==> config.mk <==
export PLATFORM = sky130hd
export DESIGN_NAME = spi_rx_word_packer
export DESIGN_NICKNAME = d
export VERILOG_FILES = /design/src/rtl/spi_rx_pkg.sv /design/src/rtl/spi_rx_bit_shifter.sv /design/src/rtl/spi_rx_word_assembler.sv /design/src/rtl/spi_rx_word_fifo.sv /design/src/rtl/spi_rx_word_packer.sv
export SDC_FILE = /design/constraint.sdc
export NUM_CORES = 1
export LEC_CHECK = 0
export BUFFER_PORTS_ARGS = -buffer_cell sky130_fd_sc_hd__buf_4
export CORE_MARGIN = 2
export CORE_UTILIZATION = 65
export DETAILED_ROUTE_END_ITERATION = 12
export PLACE_DENSITY = 0.83
export SYNTH_ARGS = -nofsm -noshare
export SYNTH_HDL_FRONTEND = slang
export SYNTH_SLANG_ARGS = --single-unit
==> constraint.sdc <==
create_clock -name clk -period 12.65 [get_ports clk]
set_input_delay 0.6325 -clock clk [delete_from_list [all_inputs] [get_ports clk]]
set_output_delay 0.6325 -clock clk [all_outputs]
set_load 0.02 [all_outputs]
==> src/rtl/spi_rx_pkg.sv <==
package spi_rx_pkg;
    parameter int BYTE_W  = 8;
    parameter int LANES   = 4;
    localparam int WORD_W = BYTE_W * LANES;
    localparam int BIT_CW = $clog2(BYTE_W);
    localparam int LANE_W = $clog2(LANES);

    typedef logic [BYTE_W-1:0] byte_t;
    typedef logic [WORD_W-1:0] word_t;
endpackage

==> src/rtl/spi_rx_bit_shifter.sv <==
module spi_rx_bit_shifter
    import spi_rx_pkg::*;
(
    input  logic  clk,
    input  logic  rst_n,
    input  logic  strobe_i,
    input  logic  bit_i,
    output logic  byte_valid_o,
    output byte_t byte_o
);
    typedef struct packed {
        logic [BYTE_W-2:0] shreg;
        logic [BIT_CW-1:0] cnt;
    } shift_st_t;

    shift_st_t st_q, st_d;
    localparam logic [BIT_CW-1:0] LAST_BIT = BIT_CW'(BYTE_W - 1);

    always_comb begin
        st_d         = st_q;
        byte_valid_o = 1'b0;
        byte_o       = {st_q.shreg, bit_i};
        if (strobe_i) begin
            st_d.shreg = {st_q.shreg[BYTE_W-3:0], bit_i};
            st_d.cnt   = st_q.cnt + 1'b1;
            if (st_q.cnt == LAST_BIT) begin
                byte_valid_o = 1'b1;
                st_d.cnt     = '0;
            end
        end
    end

    always_ff @(posedge clk) begin
        if (!rst_n) st_q <= '0;
        else        st_q <= st_d;
    end

    // a completed byte restarts the bit count
    a_r1_byte_restart: assert property (@(posedge clk) disable iff (!rst_n)
        byte_valid_o |=> st_q.cnt == '0);
endmodule

==> src/rtl/spi_rx_word_assembler.sv <==
module spi_rx_word_assembler
    import spi_rx_pkg::*;
(
    input  logic  clk,
    input  logic  rst_n,
    input  logic  byte_valid_i,
    input  byte_t byte_i,
    input  logic  lane_order_i,
    output logic  push_o,
    output word_t push_word_o
);
    typedef struct packed {
        word_t             word;
        logic [LANE_W-1:0] idx;
        logic              order;
    } asm_st_t;

    asm_st_t st_q, st_d;
    localparam logic [LANE_W-1:0] LAST_LANE = LANE_W'(LANES - 1);

    logic              eff_order;
    logic [LANE_W-1:0] lane;

    always_comb begin
        st_d      = st_q;
        push_o    = 1'b0;
        eff_order = (st_q.idx == '0) ? lane_order_i : st_q.order;
        lane      = eff_order ? st_q.idx : (LAST_LANE - st_q.idx);
        if (byte_valid_i) begin
            st_d.order = eff_order;
            for (int l = 0; l < LANES; l++) begin
                if (lane == LANE_W'(l)) st_d.word[l*BYTE_W +: BYTE_W] = byte_i;
            end
            st_d.idx = st_q.idx + 1'b1;
            push_o   = (st_q.idx == LAST_LANE);
        end
        push_word_o = st_d.word;
    end

    always_ff @(posedge clk) begin
        if (!rst_n) st_q <= '0;
        else        st_q <= st_d;
    end

    // after a push the next byte starts a new word
    a_r5_word_restart: assert property (@(posedge clk) disable iff (!rst_n)
        push_o |=> st_q.idx == '0);
    // lane order is frozen within a word
    a_r4_order_frozen: assert property (@(posedge clk) disable iff (!rst_n)
        (st_q.idx != '0) |=> $stable(st_q.order));
endmodule

==> src/rtl/spi_rx_word_fifo.sv <==
module spi_rx_word_fifo
    import spi_rx_pkg::*;
#(
    parameter int DEPTH = 8,
    localparam int AW    = $clog2(DEPTH),
    localparam int CNT_W = AW + 1
) (
    input  logic             clk,
    input  logic             rst_n,
    input  logic             push_i,
    input  word_t            push_word_i,
    input  logic             pop_i,
    output word_t            rdata_o,
    output logic [CNT_W-1:0] count_o,
    output logic             full_o,
    output logic             empty_o,
    output logic             overflow_o,
    output logic             underflow_o
);
    localparam logic [CNT_W-1:0] FULL_CNT = CNT_W'(DEPTH);

    typedef struct packed {
        logic [AW-1:0]    wptr;
        logic [AW-1:0]    rptr;
        logic [CNT_W-1:0] count;
        word_t            rdata;
        logic             ovf;
        logic             unf;
    } fifo_st_t;

    fifo_st_t st_q, st_d;
    word_t    mem [DEPTH];
    logic     do_push, do_pop;

    always_comb begin
        st_d    = st_q;
        full_o  = (st_q.count == FULL_CNT);
        empty_o = (st_q.count == '0);
        do_push = push_i && !full_o;
        do_pop  = pop_i && !empty_o;
        if (push_i && full_o) st_d.ovf = 1'b1;
        if (pop_i) begin
            if (empty_o) begin
                st_d.rdata = '0;
                st_d.unf   = 1'b1;
            end else begin
                st_d.rdata = mem[st_q.rptr];
                st_d.rptr  = st_q.rptr + 1'b1;
            end
        end
        if (do_push) st_d.wptr = st_q.wptr + 1'b1;
        st_d.count = st_q.count + CNT_W'(do_push) - CNT_W'(do_pop);
    end

    always_ff @(posedge clk) begin
        if (!rst_n) st_q <= '0;
        else        st_q <= st_d;
    end

    always_ff @(posedge clk) begin
        if (do_push) mem[st_q.wptr] <= push_word_i;
    end

    assign rdata_o     = st_q.rdata;
    assign count_o     = st_q.count;
    assign overflow_o  = st_q.ovf;
    assign underflow_o = st_q.unf;

    a_r5_level_bound: assert property (@(posedge clk) disable iff (!rst_n)
        st_q.count <= FULL_CNT);
    a_r8_overflow_sticky: assert property (@(posedge clk) disable iff (!rst_n)
        overflow_o |=> overflow_o);
    a_r8_drop_keeps_level: assert property (@(posedge clk) disable iff (!rst_n)
        push_i && full_o && !pop_i |=> count_o == FULL_CNT);
    a_r7_empty_read_zero: assert property (@(posedge clk) disable iff (!rst_n)
        pop_i && empty_o |=> rdata_o == '0 && underflow_o);
    a_r6_pop_one: assert property (@(posedge clk) disable iff (!rst_n)
        pop_i && !empty_o && !push_i |=> count_o == $past(count_o) - 1'b1);
endmodule

==> src/rtl/spi_rx_word_packer.sv <==
module spi_rx_word_packer
    import spi_rx_pkg::*;
#(
    parameter int DEPTH = 8,
    localparam int CNT_W = $clog2(DEPTH) + 1
) (
    input  logic             clk,
    input  logic             rst_n,
    input  logic             bit_strobe,
    input  logic             bit_in,
    input  logic             lane_order,
    input  logic             rd_req,
    input  logic             wr_req,
    output logic [31:0]      rd_data,
    output logic             wr_err,
    output logic [CNT_W-1:0] level,
    output logic             full,
    output logic             empty,
    output logic             overflow,
    output logic             underflow
);
    typedef struct packed {
        logic wr_err;
    } top_st_t;

    top_st_t st_q, st_d;
    logic    byte_valid, push;
    byte_t   byte_data;
    word_t   push_word, fifo_rdata;

    spi_rx_bit_shifter u_shift (
        .clk          (clk),
        .rst_n        (rst_n),
        .strobe_i     (bit_strobe),
        .bit_i        (bit_in),
        .byte_valid_o (byte_valid),
        .byte_o       (byte_data)
    );

    spi_rx_word_assembler u_asm (
        .clk          (clk),
        .rst_n        (rst_n),
        .byte_valid_i (byte_valid),
        .byte_i       (byte_data),
        .lane_order_i (lane_order),
        .push_o       (push),
        .push_word_o  (push_word)
    );

    spi_rx_word_fifo #(.DEPTH(DEPTH)) u_fifo (
        .clk         (clk),
        .rst_n       (rst_n),
        .push_i      (push),
        .push_word_i (push_word),
        .pop_i       (rd_req),
        .rdata_o     (fifo_rdata),
        .count_o     (level),
        .full_o      (full),
        .empty_o     (empty),
        .overflow_o  (overflow),
        .underflow_o (underflow)
    );

    always_comb begin
        st_d        = st_q;
        st_d.wr_err = wr_req;
    end

    always_ff @(posedge clk) begin
        if (!rst_n) st_q <= '0;
        else        st_q <= st_d;
    end

    assign wr_err  = st_q.wr_err;
    assign rd_data = 32'(fifo_rdata);

    a_r9_write_error: assert property (@(posedge clk) disable iff (!rst_n)
        wr_req |=> wr_err);
    a_r9_write_no_change: assert property (@(posedge clk) disable iff (!rst_n)
        wr_req && !rd_req && !push |=> $stable(level));
endmodule

* Word level (Yosys, flattened, before mapping) *
Memory sizes are Yosys's and may differ from the RTL's. A register that Yosys moved wholly into a read port is not among the register bits.
Cells that the tools add are included.

storage, ports and cells
  input port bits = 7
  memories = 1
  bits in registers = 90
  bits in writable memories = 256

operators by class
  mux-type cells = 16
  add/sub/neg operators = 7
  reduce and logical (&&, ||, !) cells = 10
  equal/unequal tests = 6
  bitwise operators = 1

memory list
  memory      depth  width  rd ports  clocked after memory_dff  wr ports  RTL line                source
  u_fifo.mem  8      32     1         1                         1         spi_rx_word_fifo.sv:32  word_t mem [DEPTH];

operator list
  kind                                                  count
  2-to-1 mux 35 bit                                     1
  2-to-1 mux 32 bit                                     1
  2-to-1 mux 8 bit                                      4
  adder 3 x 1 -> 3 bit (second input constant)          3
  2-to-1 mux 3 bit                                      3
  equality test 2 bit (second input constant)           3
  2-to-1 mux 1 bit                                      6
  adder 4 x 1 -> 4 bit                                  1
  equality test 4 bit (second input constant)           1
  logical NOT 2 bit                                     2
  logical NOT 4 bit                                     1
  AND reduction 2 bit                                   2
  subtractor 4 x 1 -> 4 bit                             1
  equality test 3 bit (second input constant)           1
  logical AND 1 bit                                     3
  adder 2 x 1 -> 2 bit (second input constant)          1
  equality test 2 x 1 -> 1 bit (second input constant)  1
  logical NOT 1 bit                                     2
  2-to-1 mux 2 bit                                      1
  subtractor 2 bit (first input constant)               1
  inverter 1 bit                                        1

* Depth between registers and ports, before layout *
Gate-level depths: netlist of the first run.

  depth in word-level cells = 7
  mapped depth = 10
  gate-level depth less buffers = 10

* By module *
Synthesis of the first run repeated with hierarchy kept, for this count alone.

second synthesis, totals
  cell total of the unflattened synthesis = 963
  area, all modules = 14285.0 um2

by module, submodules not included
  module                 instances  area an instance (um2)  sequential area each (um2)  cells an instance
  spi_rx_word_fifo       1          11651.2                 8628.3                      673
  spi_rx_word_assembler  1          2128.3                  700.7                       245
  spi_rx_bit_shifter     1          479.2                   200.2                       43
  spi_rx_word_packer     1          26.3                    20.0                        2

* Least setup slack after synthesis of the first run *
OpenSTA, ideal clock, no wires.

  path kind = flip-flop to flip-flop
  start point = register u_shift.st_q[0] (netlist name)
  end point = memory u_fifo.mem[0][0] (netlist name), enable pin
  clock period less this slack = 3.984 ns
  slack = 8.666 ns
  library setup time = 0.461 ns
  stages on the path, launching flop included = 7
  arrival time = 3.523 ns
  path buffers = 1
  cell sequence = dfxtp_1 > ha_1 > ha_1 > clkbuf_8 > nand3_1 > or3_1 > nor3_1

between the ends
  longest elaborated chain between the ends = 7

RTL lines
  item                                    RTL line                     source
  start: declaration                      spi_rx_bit_shifter.sv:16     shift_st_t st_q, st_d;
  start signal: assignment                spi_rx_bit_shifter.sv:35     else st_q <= st_d;
  equality test 3 bit                     spi_rx_bit_shifter.sv:26     if (st_q.cnt == LAST_BIT) begin
  2-to-1 mux 1 bit                        spi_rx_bit_shifter.sv:26
  2-to-1 mux 1 bit                        spi_rx_bit_shifter.sv:23     if (strobe_i) begin
  2-to-1 mux 1 bit                        spi_rx_word_assembler.sv:29  if (byte_valid_i) begin
  logical AND 1 bit                       spi_rx_word_fifo.sv:39       do_push = push_i && !full_o;
  2-to-1 mux 1 bit                        spi_rx_word_fifo.sv:61       if (do_push) mem[st_q.wptr] <= push_word_i;
  2-to-1 mux 1 bit (implied by the code)  spi_rx_word_fifo.sv:61
  end: declaration                        spi_rx_word_fifo.sv:32

Every way passes these cells.

==> results of run 1 <==
==> registers in the layout, indices dropped and copies added, names as in the netlist, named ones only <==
signal / flops
u_fifo.mem: 256
u_asm.st_q: 35
u_fifo.rdata_o: 32
u_shift.byte_o: 7
u_fifo.st_q: 6
u_fifo.count_o: 4
u_shift.st_q: 3
u_fifo.overflow_o: 1
u_fifo.underflow_o: 1
wr_err: 1
==> per-layer routing <==
metal	global-route usage, %	wire (um)
met1	34.0	10900
met5	0	0
met3	4.34	2190
met4	9.00	686
met2	44.7	14500
==> report_power, final <==
part	internal (W)	switching, W	leakage (nW)
Sequential	0.00124	0.0000635	3.13
Combinational	0.000167	0.000182	1.54
Clock	0.000592	0.000407	0.563
==> placed cells by master (no fill, tap or decap), types with 2 or more instances in the layout <==
master,count
a21oi_1,8
a22oi_1,64
a32o_1,32
and2_1,34
buf_4,58
clkbuf_1,7
clkbuf_16,38
clkbuf_8,4
clkinv_1,4
clkinv_2,8
dfxtp_1,92
edfxtp_1,256
ha_1,11
inv_1,7
mux2_4,32
mux2i_1,138
mux2i_4,5
nand2_1,6
nand2b_1,3
nand3_1,5
nand4b_1,2
nor2_1,22
nor2_2,8
nor2b_4,2
nor3_2,2
nor3b_1,2
o21ai_0,2
xnor2_1,4
xor2_1,2
==> worst paths after layout <==
path	startpoint	to	slack (ps)	cells after the start
hold reg to reg	u_fifo.rdata_o[26]	u_fifo.rdata_o[26]	470	1
hold / removal	wr_req	wr_err	340	2
setup / recovery	flop	u_fifo.rdata_o[10]	9540	4
setup reg to reg	flop	u_fifo.rdata_o[10]	9540	4
==> cells in the mapped netlist, types with 2 or more instances <==
cell / number / area, um2
buf_1: 2 / 7.51
nor3_1: 2 / 10.0
dfxtp_1: 93 / 1860
a32o_1: 32 / 320
nor3b_1: 2 / 15.0
buf_2: 13 / 65.1
ha_1: 11 / 138
a22oi_1: 64 / 480
xor2_1: 2 / 17.5
inv_1: 7 / 26.3
edfxtp_1: 256 / 7690
nor2_1: 31 / 116
xnor2_1: 4 / 35.0
mux2_4: 32 / 480
nor2b_1: 2 / 12.5
o21ai_0: 2 / 10.0
clkbuf_1: 27 / 101
nand3_1: 5 / 25.0
mux2i_1: 138 / 1380
mux2i_4: 5 / 113
a21oi_1: 8 / 40.0
nand2b_1: 3 / 18.8
and2_1: 35 / 219
buf_4: 36 / 270
nand4b_1: 2 / 17.5
nand2_1: 6 / 22.5
clkbuf_8: 2 / 27.5
==> area by class of cell <==
cell class / count / share of cell area (%)
sequential: 349 / 63.2
clock inverter: 14 / 0.638
inverter: 8 / 0.199
timing repair buffer: 58 / 2.88
tap: 270 / 2.24
clock buffer: 49 / 6.83
multi-input combinational: 396 / 24.0
==> metrics by stage <==
| stage | total power [W] | hold WS [ps] | instance area, um2 |
|---|---|---|---|
| floorplan | 0.00160 | 443 | 13600 |
| global placement | 0.00166 | 452 | 14000 |
| detailed placement | 0.00168 | 463 | 14000 |
| CTS | 0.00266 | 321 | 15100 |
| global route | 0.00274 | 335 | 15100 |
| finish | 0.00265 | 338 | 15100 |
==> cell families after synthesis <==
group	synth area share, %
AOI/OAI and AO/OA	6.43
xor gates and xnor gates	0.386
adders and majority gates	1.16
buffers and inverters	3.68
DFF	70.1
muxes	14.5
and+or+nand+nor	3.71
==> flow_summary.ini, run 1 <==
[drt]
avgRoutedWirePerCell_um = 24.7
first_pass_iters = 5
via_per_inst = 6.36
drc_errors = 0
vias = 7272
drt-total-wl_um = 28300
drt_iter0_markers = 721
antenna_left = 0

[final_layout]
fillers = 1146
multi_input_area_mm2 = 0.00362
register_area_mm2 = 0.00955
area_delta_synth_final_pct = 10.9
antenna_cells = 0
utilization_pct = 74.2
layout-drive-gt1-share_pct = 18.9
fin_cells = 1144
final_nets = 867

[power]
p_leak_nw = 5.23
ir_worst_vdd_uv = 124
power.density_mw_per_mm2 = 176

[timing]
slew_viol_final = 0
rsz0062_at_grt = no
worstMarginPinSlew_ps = 1170
final-setup-viol-count = 0
worst_slack_ps = 9540
setup_tns_ps = 0
period_minus_slack_ps = 3110
slew_headroom_pct = 22.1
fmax_mhz = 321
period_share_pct = 24.6
hold_viol = 0
finClkSkew_ps = 14.9

[synth]
synthArstFlopShare_pct = 0
synth_edf_count = 256
yosysUniqueCellTypes = 38
postSynthCellCount = 833
yosys_warnings = 0
syn-num-nets = 852
seq_area_frac_synth_pct = 70.1
synth_ff_type = edfxtp_1
ys_seq_elements = 349
avgSynthCellArea_um2 = 16.3
syn_area_mm2 = 0.0136

[clocking]
cts_tree = yes
cts_setup_buffers = 0
clkSinkCount = 349
cts-buffers-inserted = 35
cts_resized = 0
clk_latency_ps = 510
cts_hold_buf = 0
clockBufferDepth = 3
cts-root-buf = clkbuf_16
cts.htree.levels = 2
cts.clk_slew.worst_paths_ps = 60

[flow_run]
drv_cap = 0

[die]
die_area_mm2 = 0.0221
rows = 52
core_mm2 = 0.0204
die_h_um = 149
die_w_um = 149
initial_core_util_pct = 66.9
io_pins = 48

[global_route]
grt.overflow.total = 0
track_usage_pct = 26.0
grt_pass1_vias = 7480
grt_pass1_wl_um = 43000
grt_max_degree = 67
antenna_found_initial = 0

[critical_path]
critical_path_buf_inv_count = 1
crit_family = flip-flops
crit_chain = buf_4, mux2i_1, a22oi_1, a32o_1
cp-end-kind = flop
crit_type = flop to flop
max_stage_delay_ps = 1030
crit_slowest_cell = dfxtp_4
cp.required_ps = 13050
worstPathArrival_ps = 3520
worstPathMaxFanout = 66
critPathLaunchType = flop

[placed_design]
portBuffers = 47
hpwl_um = 14200
post-place-ws_ps = 9630
placedCellCount = 1081
gp_congestion = 0.725

[status]
status = completed

[worst_hold_path]
hp-class = primary input to flop
Power figures use the tool's default switching activity.
==> run 2: changes to the inputs <==
--- a/config.mk
+++ b/config.mk
@@ -7,9 +7,9 @@
 export LEC_CHECK = 0
 export BUFFER_PORTS_ARGS = -buffer_cell sky130_fd_sc_hd__buf_4
 export CORE_MARGIN = 2
-export CORE_UTILIZATION = 65
+export CORE_UTILIZATION = 61
 export DETAILED_ROUTE_END_ITERATION = 12
-export PLACE_DENSITY = 0.83
+export PLACE_DENSITY = 0.79
 export SYNTH_ARGS = -nofsm -noshare
 export SYNTH_HDL_FRONTEND = slang
 export SYNTH_SLANG_ARGS = --single-unit
==> constraint.sdc (replaced) <==
create_clock -name clk -period 3.1 [get_ports clk]
set_input_delay 0.155 -clock clk [delete_from_list [all_inputs] [get_ports clk]]
set_output_delay 0.155 -clock clk [all_outputs]
set_load 0.02 [all_outputs]
==> run 2 against run 1 <==
Sequential share of layout area decreased by 0.76 points. Cell area increased by 1.2%. Routed wire length fell by 2.2%. Sequential power rose to 4.0 times the previous value. Register-to-register slack lost 9100 ps. Utilization fell by 4.3 points. Combinational power rose to 4.4 times the previous value. Largest cell class unchanged. Sequential cell count did not move.
==> flow_summary.ini, run 2 (synthesis gave the netlist of run 1 again) <==
[drt]
drt-total-wl_um = 27600
vias = 7220
drc_errors = 0
via_per_inst = 6.20
first_pass_iters = 5
drt_iter0_markers = 636
antenna_left = 0
avgRoutedWirePerCell_um = 23.7

[timing]
period_minus_slack_ps = 2640
rsz0062_at_grt = no
worstMarginPinSlew_ps = 999
slew_headroom_pct = 33.4
worst_slack_ps = 458
finClkSkew_ps = 20.3
hold_viol = 0
final-setup-viol-count = 0
slew_viol_final = 0
period_share_pct = 85.2
fmax_mhz = 378

[critical_path]
rrSetupSlack_ps = 460
worstPathMaxFanout = 32
r2r-start = u_shift.st_q[0]
cp-end-kind = flop
crit_type = flop to flop
critPathLaunchType = flop
worst-r2r-cell-count = 6
cp.required_ps = 3240
worstPathArrival_ps = 2780
r2r_end = u_fifo.mem[0][8]

[die]
initial_core_util_pct = 62.2
core_mm2 = 0.0219
die_h_um = 153
io_pins = 48
die_w_um = 153
rows = 54
die_area_mm2 = 0.0235

[worst_hold_path]
worstHoldStart = bit_strobe
hold_end = u_asm.st_q[2]
whs_path_depth = 3
hp-class = primary input to flop

[clocking]
cts.clk_slew.worst_paths_ps = 60
clockBufferDepth = 3
cts_resized = 0
cts-buffers-inserted = 35
cts_tree = yes
cts.htree.levels = 2
clkSinkCount = 349
clk_latency_ps = 520
cts-root-buf = clkbuf_16

[power]
power.density_mw_per_mm2 = 713
ir_worst_vdd_uv = 572
p_leak_nw = 5.28

[final_layout]
fin_cells = 1165
antenna_cells = 0
final_nets = 879
layout_commonest_cell = edfxtp_1
layout_common_cells = edfxtp_1, mux2i_1, dfxtp_1, a22oi_1, buf_4
largest_reg_flops = 256
top_register = u_fifo.mem
utilization_pct = 69.8
area_delta_synth_final_pct = 12.3
layout-drive-gt1-share_pct = 19.2

[placed_design]
portBuffers = 47
placedCellCount = 1100
gp_congestion = 0.753
post-place-ws_ps = 508
hpwl_um = 14700

[global_route]
grt_pass1_wl_um = 42400
grt_pass1_vias = 7386
grt_max_degree = 42
grt.overflow.total = 0
antenna_found_initial = 0
track_usage_pct = 23.8

[status]
status = completed

[flow_run]
drv_cap = 0
## run 2: routing by layer
layer / track usage, % / vias up / wire length [um]
met5: 0 / - / 0
met4: 8.48 / 0 / 853
met3: 4.79 / 63 / 2230
met2: 39.1 / 309 / 13500
met1: 32.0 / 3622 / 11100
li1: - / 3226 / -
## run 2: cell type report
class	count	area, um2
clock buffer	51	1020
clock inverter	11	111
fill	1386	6600
inverter	8	30.0
multi-input combinational	396	3620
sequential	349	9550
tap	280	350
timing repair buffer	70	608
## run 2: report_power, final
part / switching [W] / internal, W / total [W] / leakage (nW)
combinational: 0.000848 / 0.000694 / 0.00154 / 1.60
clock: 0.00166 / 0.00245 / 0.00411 / 0.550
sequential: 0.000172 / 0.00507 / 0.00524 / 3.13
total: 0.00268 / 0.00822 / 0.0109 / 5.28
## run 2: worst max-delay path by stage
stage / slack (ps) / from / endpoint
after detailed placement: 510 / u_shift.st_q[0] / u_fifo.mem[0][8]
after floorplan: -30 / u_shift.st_q[0] / u_fifo.mem[2][0]
after global placement: 630 / u_shift.st_q[0] / u_fifo.mem[0][12]
after global routing: 260 / u_shift.st_q[0] / u_fifo.mem[1][9]
final: 460 / u_shift.st_q[0] / u_fifo.mem[0][8]
after CTS: 470 / u_shift.st_q[0] / u_fifo.mem[0][10]
## run 2: worst max-delay path: stages (launching register included)
cell     delay, ps
dfxtp_1        370
ha_1           180
ha_1           400
nand3_1        200
or3_1          480
nor3_4         150
buf_4          460
## run 2: through the flow
stage	hold slack [ps]	power, W	area [um2]	TNS (ps)
final	39.0	0.0109	15300	0
after global routing	52.9	0.0113	15300	0
after CTS	21.8	0.0110	15300	0
after detailed placement	370	0.00687	14100	0
after global placement	366	0.00683	14100	0
after floorplan	282	0.00652	13600	-1630
## run 2: repair_timing
action | CTS | global route
hold endpoints to repair | 3 | 0
hold buffers | 3 | 0
buffers inserted | 0 | 0
==> run 3: changes to the inputs <==
--- a/config.mk
+++ b/config.mk
@@ -7,9 +7,10 @@
 export LEC_CHECK = 0
 export BUFFER_PORTS_ARGS = -buffer_cell sky130_fd_sc_hd__buf_4
 export CORE_MARGIN = 2
-export CORE_UTILIZATION = 61
+export CORE_UTILIZATION = 62
 export DETAILED_ROUTE_END_ITERATION = 12
-export PLACE_DENSITY = 0.79
+export PLACE_DENSITY = 0.8
 export SYNTH_ARGS = -nofsm -noshare
 export SYNTH_HDL_FRONTEND = slang
+export SYNTH_HIERARCHICAL = 1
 export SYNTH_SLANG_ARGS = --single-unit
==> run 3 against run 2 <==
Maximum frequency fell by 8.2%. Die area rose by 3.1%. Largest power group unchanged. Largest cell class unchanged. Clock skew fell by 3.7 ps. Register-to-register slack got worse by 240 ps. Power rose by 5.8%.
==> flow_summary.ini, run 3 <==
[timing]
slew_headroom_pct = 9.32
hold_slack_ps = 58.2
setup_tns_ps = 0
rsz0062_at_grt = no
period_share_pct = 92.9
fmax_mhz = 347
final-setup-viol-count = 0
finClkSkew_ps = 16.6
period_minus_slack_ps = 2880
slew_viol_final = 0
worstMarginPinSlew_ps = 1350
hold_viol = 0

[final_layout]
final_nets = 992
layout_commonest_cell = edfxtp_1
largest_reg_flops = 256
layout_common_cells = edfxtp_1, mux2i_1, dfxtp_1, buf_4, o21a_1
area_delta_synth_final_pct = 11.8
antenna_cells = 0
utilization_pct = 70.5
fillers = 1439
layout-drive-gt1-share_pct = 15.2
final_area_mm2 = 0.0160
top_register = u_fifo/mem

[power]
p_leak_nw = 5.79
power_w = 0.0115
power.density_mw_per_mm2 = 722
ir_worst_vdd_uv = 720

[critical_path]
crit_type = flop to flop
worstPathMaxFanout = 16
crit_chain = clkinv_1, ha_1, mux2i_4, xnor2_2, o21a_1, or2_1
critical_path_buf_inv_count = 1
cp.required_ps = 3420
max_stage_delay_ps = 1030
crit_cells = 6
worst-r2r-cell-count = 6
cp-end-kind = flop
crit_slowest_cell = xnor2_2
worstPathArrival_ps = 3200
critPathLaunchType = flop
crit_family = XOR/XNOR gates
rrSetupSlack_ps = 220

[die]
rows = 55
die_w_um = 156
die_h_um = 156
core_mm2 = 0.0226
initial_core_util_pct = 63.1
io_pins = 48
die_area_mm2 = 0.0243

[global_route]
antenna_found_initial = 0
track_usage_pct = 25.3
grt.overflow.total = 0
grt_max_degree = 77
grt_pass1_wl_um = 45700
grt_pass1_vias = 7988

[synth]
synth_ff_type = edfxtp_1
seq_area_frac_synth_pct = 66.8
syn-num-nets = 982
avgSynthCellArea_um2 = 14.8
yosysMostFrequentCell = edfxtp_1
yosys_warnings = 6
ys_seq_elements = 349
synth_common_cells = edfxtp_1, mux2i_1, dfxtp_1, o21a_1, a22oi_1
netlist.area_leader.share_pct = 53.8
synth_area_leader_cell = edfxtp_1
yosysUniqueCellTypes = 40
synth_area_leaders = edfxtp_1, dfxtp_1, mux2i_1, o21a_1, a22oi_1
syn_area_mm2 = 0.0143
synthArstFlopShare_pct = 0
postSynthCellCount = 963
synth_edf_count = 256

[clocking]
clk_latency_ps = 510
cts_resized = 0
cts-buffers-inserted = 36
clockBufferDepth = 3
cts-root-buf = clkbuf_16
clkSinkCount = 349
cts.htree.levels = 2
cts.clk_slew.worst_paths_ps = 60
cts_tree = yes

[flow_run]
drv_cap = 0

[drt]
drt_iter0_markers = 846
first_pass_iters = 6
vias = 8087
drt-total-wl_um = 30400
antenna_left = 0
avgRoutedWirePerCell_um = 23.7
drc_errors = 0
via_per_inst = 6.30

[worst_hold_path]
whs_path_depth = 3
hp-class = primary input to flop

[placed_design]
portBuffers = 47
gp_congestion = 0.783
place_area_mm2 = 0.0148
hpwl_um = 16400

[status]
status = completed
[run 3: changes by cell type in the layout (fill, tap and decap cells not counted), sizes merged, moves of 9 or more]
cell   delta
and2     -22
nor2b    +15
o21a     +65
nand4    +23
buf       +9
mux2i    +13
nand3     +9
or2      +33
mux2     -32
nor2     -27
a21oi    +11
[run 3: timing repair]
action | CTS | global route
endpoints found under the setup margin | 0 | 0
hold endpoints to repair | 5 | 0
buffers inserted | 0 | 0
hold buffers | 3 | 0
[run 3: cell type report]
type,count,area (um2),area share (%)
Clock inverter,16,186,1.17
Timing Repair Buffer,79,676,4.23
Tap cell,285,357,2.23
Clock buffer,48,997,6.24
Sequential cell,349,9550,59.8
Inverter,10,37.5,0.235
Multi-Input combinational cell,497,4160,26.1
[run 3: worst paths after layout]
path / from / end
worst max-delay path: u_asm/st_q[1] / u_fifo/mem[3][23]
worst min-delay path: bit_in / u_shift/byte_o[1]
worst max register to register: u_asm/st_q[1] / u_fifo/mem[3][23]
worst min register to register: u_fifo/rdata_o[16] / u_fifo/rdata_o[16]
[run 3: logic make-up (layout without fill, tap and decap cells)]
| logic type | Yosys count | after routing | synth area share, % |
|---|---|---|---|
| and+or+nand+nor | 126 | 126 | 5.35 |
| xor gates and xnor gates | 11 | 11 | 0.779 |
| DFF | 349 | 349 | 66.8 |
| adders and majority gates | 12 | 12 | 1.10 |
| AOI/OAI and AO/OA | 192 | 192 | 10.2 |
| muxes | 156 | 156 | 11.0 |
| buffers and inverters | 117 | 153 | 4.72 |
[run 3: layer usage]
metal | wire, um | vias to the layer above | track usage (%) | part of all wire (%)
met5 | 0 | - | 0 | 0
met4 | 731 | 0 | 7.60 | 2.4
met3 | 2360 | 59 | 4.97 | 7.8
met2 | 14700 | 321 | 41.4 | 48
met1 | 12600 | 4024 | 35.0 | 42
li1 | - | 3683 | - | -
[run 3: worst min-delay path: stages]
cell and delay (ps):
buf_4 140, mux2i_1 90, nor2b_1 130
[run 3: metrics by stage]
stage | std cells | setup WS [ps]
final | 1284 | 221
after global routing | 1284 | 92.4
after CTS | 1284 | 332
after detailed placement | 1217 | 361
after global placement | 1217 | 417
after floorplan | 963 | -261
[run 3: where the power goes]
part	leakage, nW	switching [W]	internal, W	total [W]
logic	1.86	0.00113	0.000871	0.00200
clock network	0.576	0.00169	0.00260	0.00428
registers	3.35	0.000120	0.00513	0.00525
total	5.79	0.00293	0.00860	0.0115
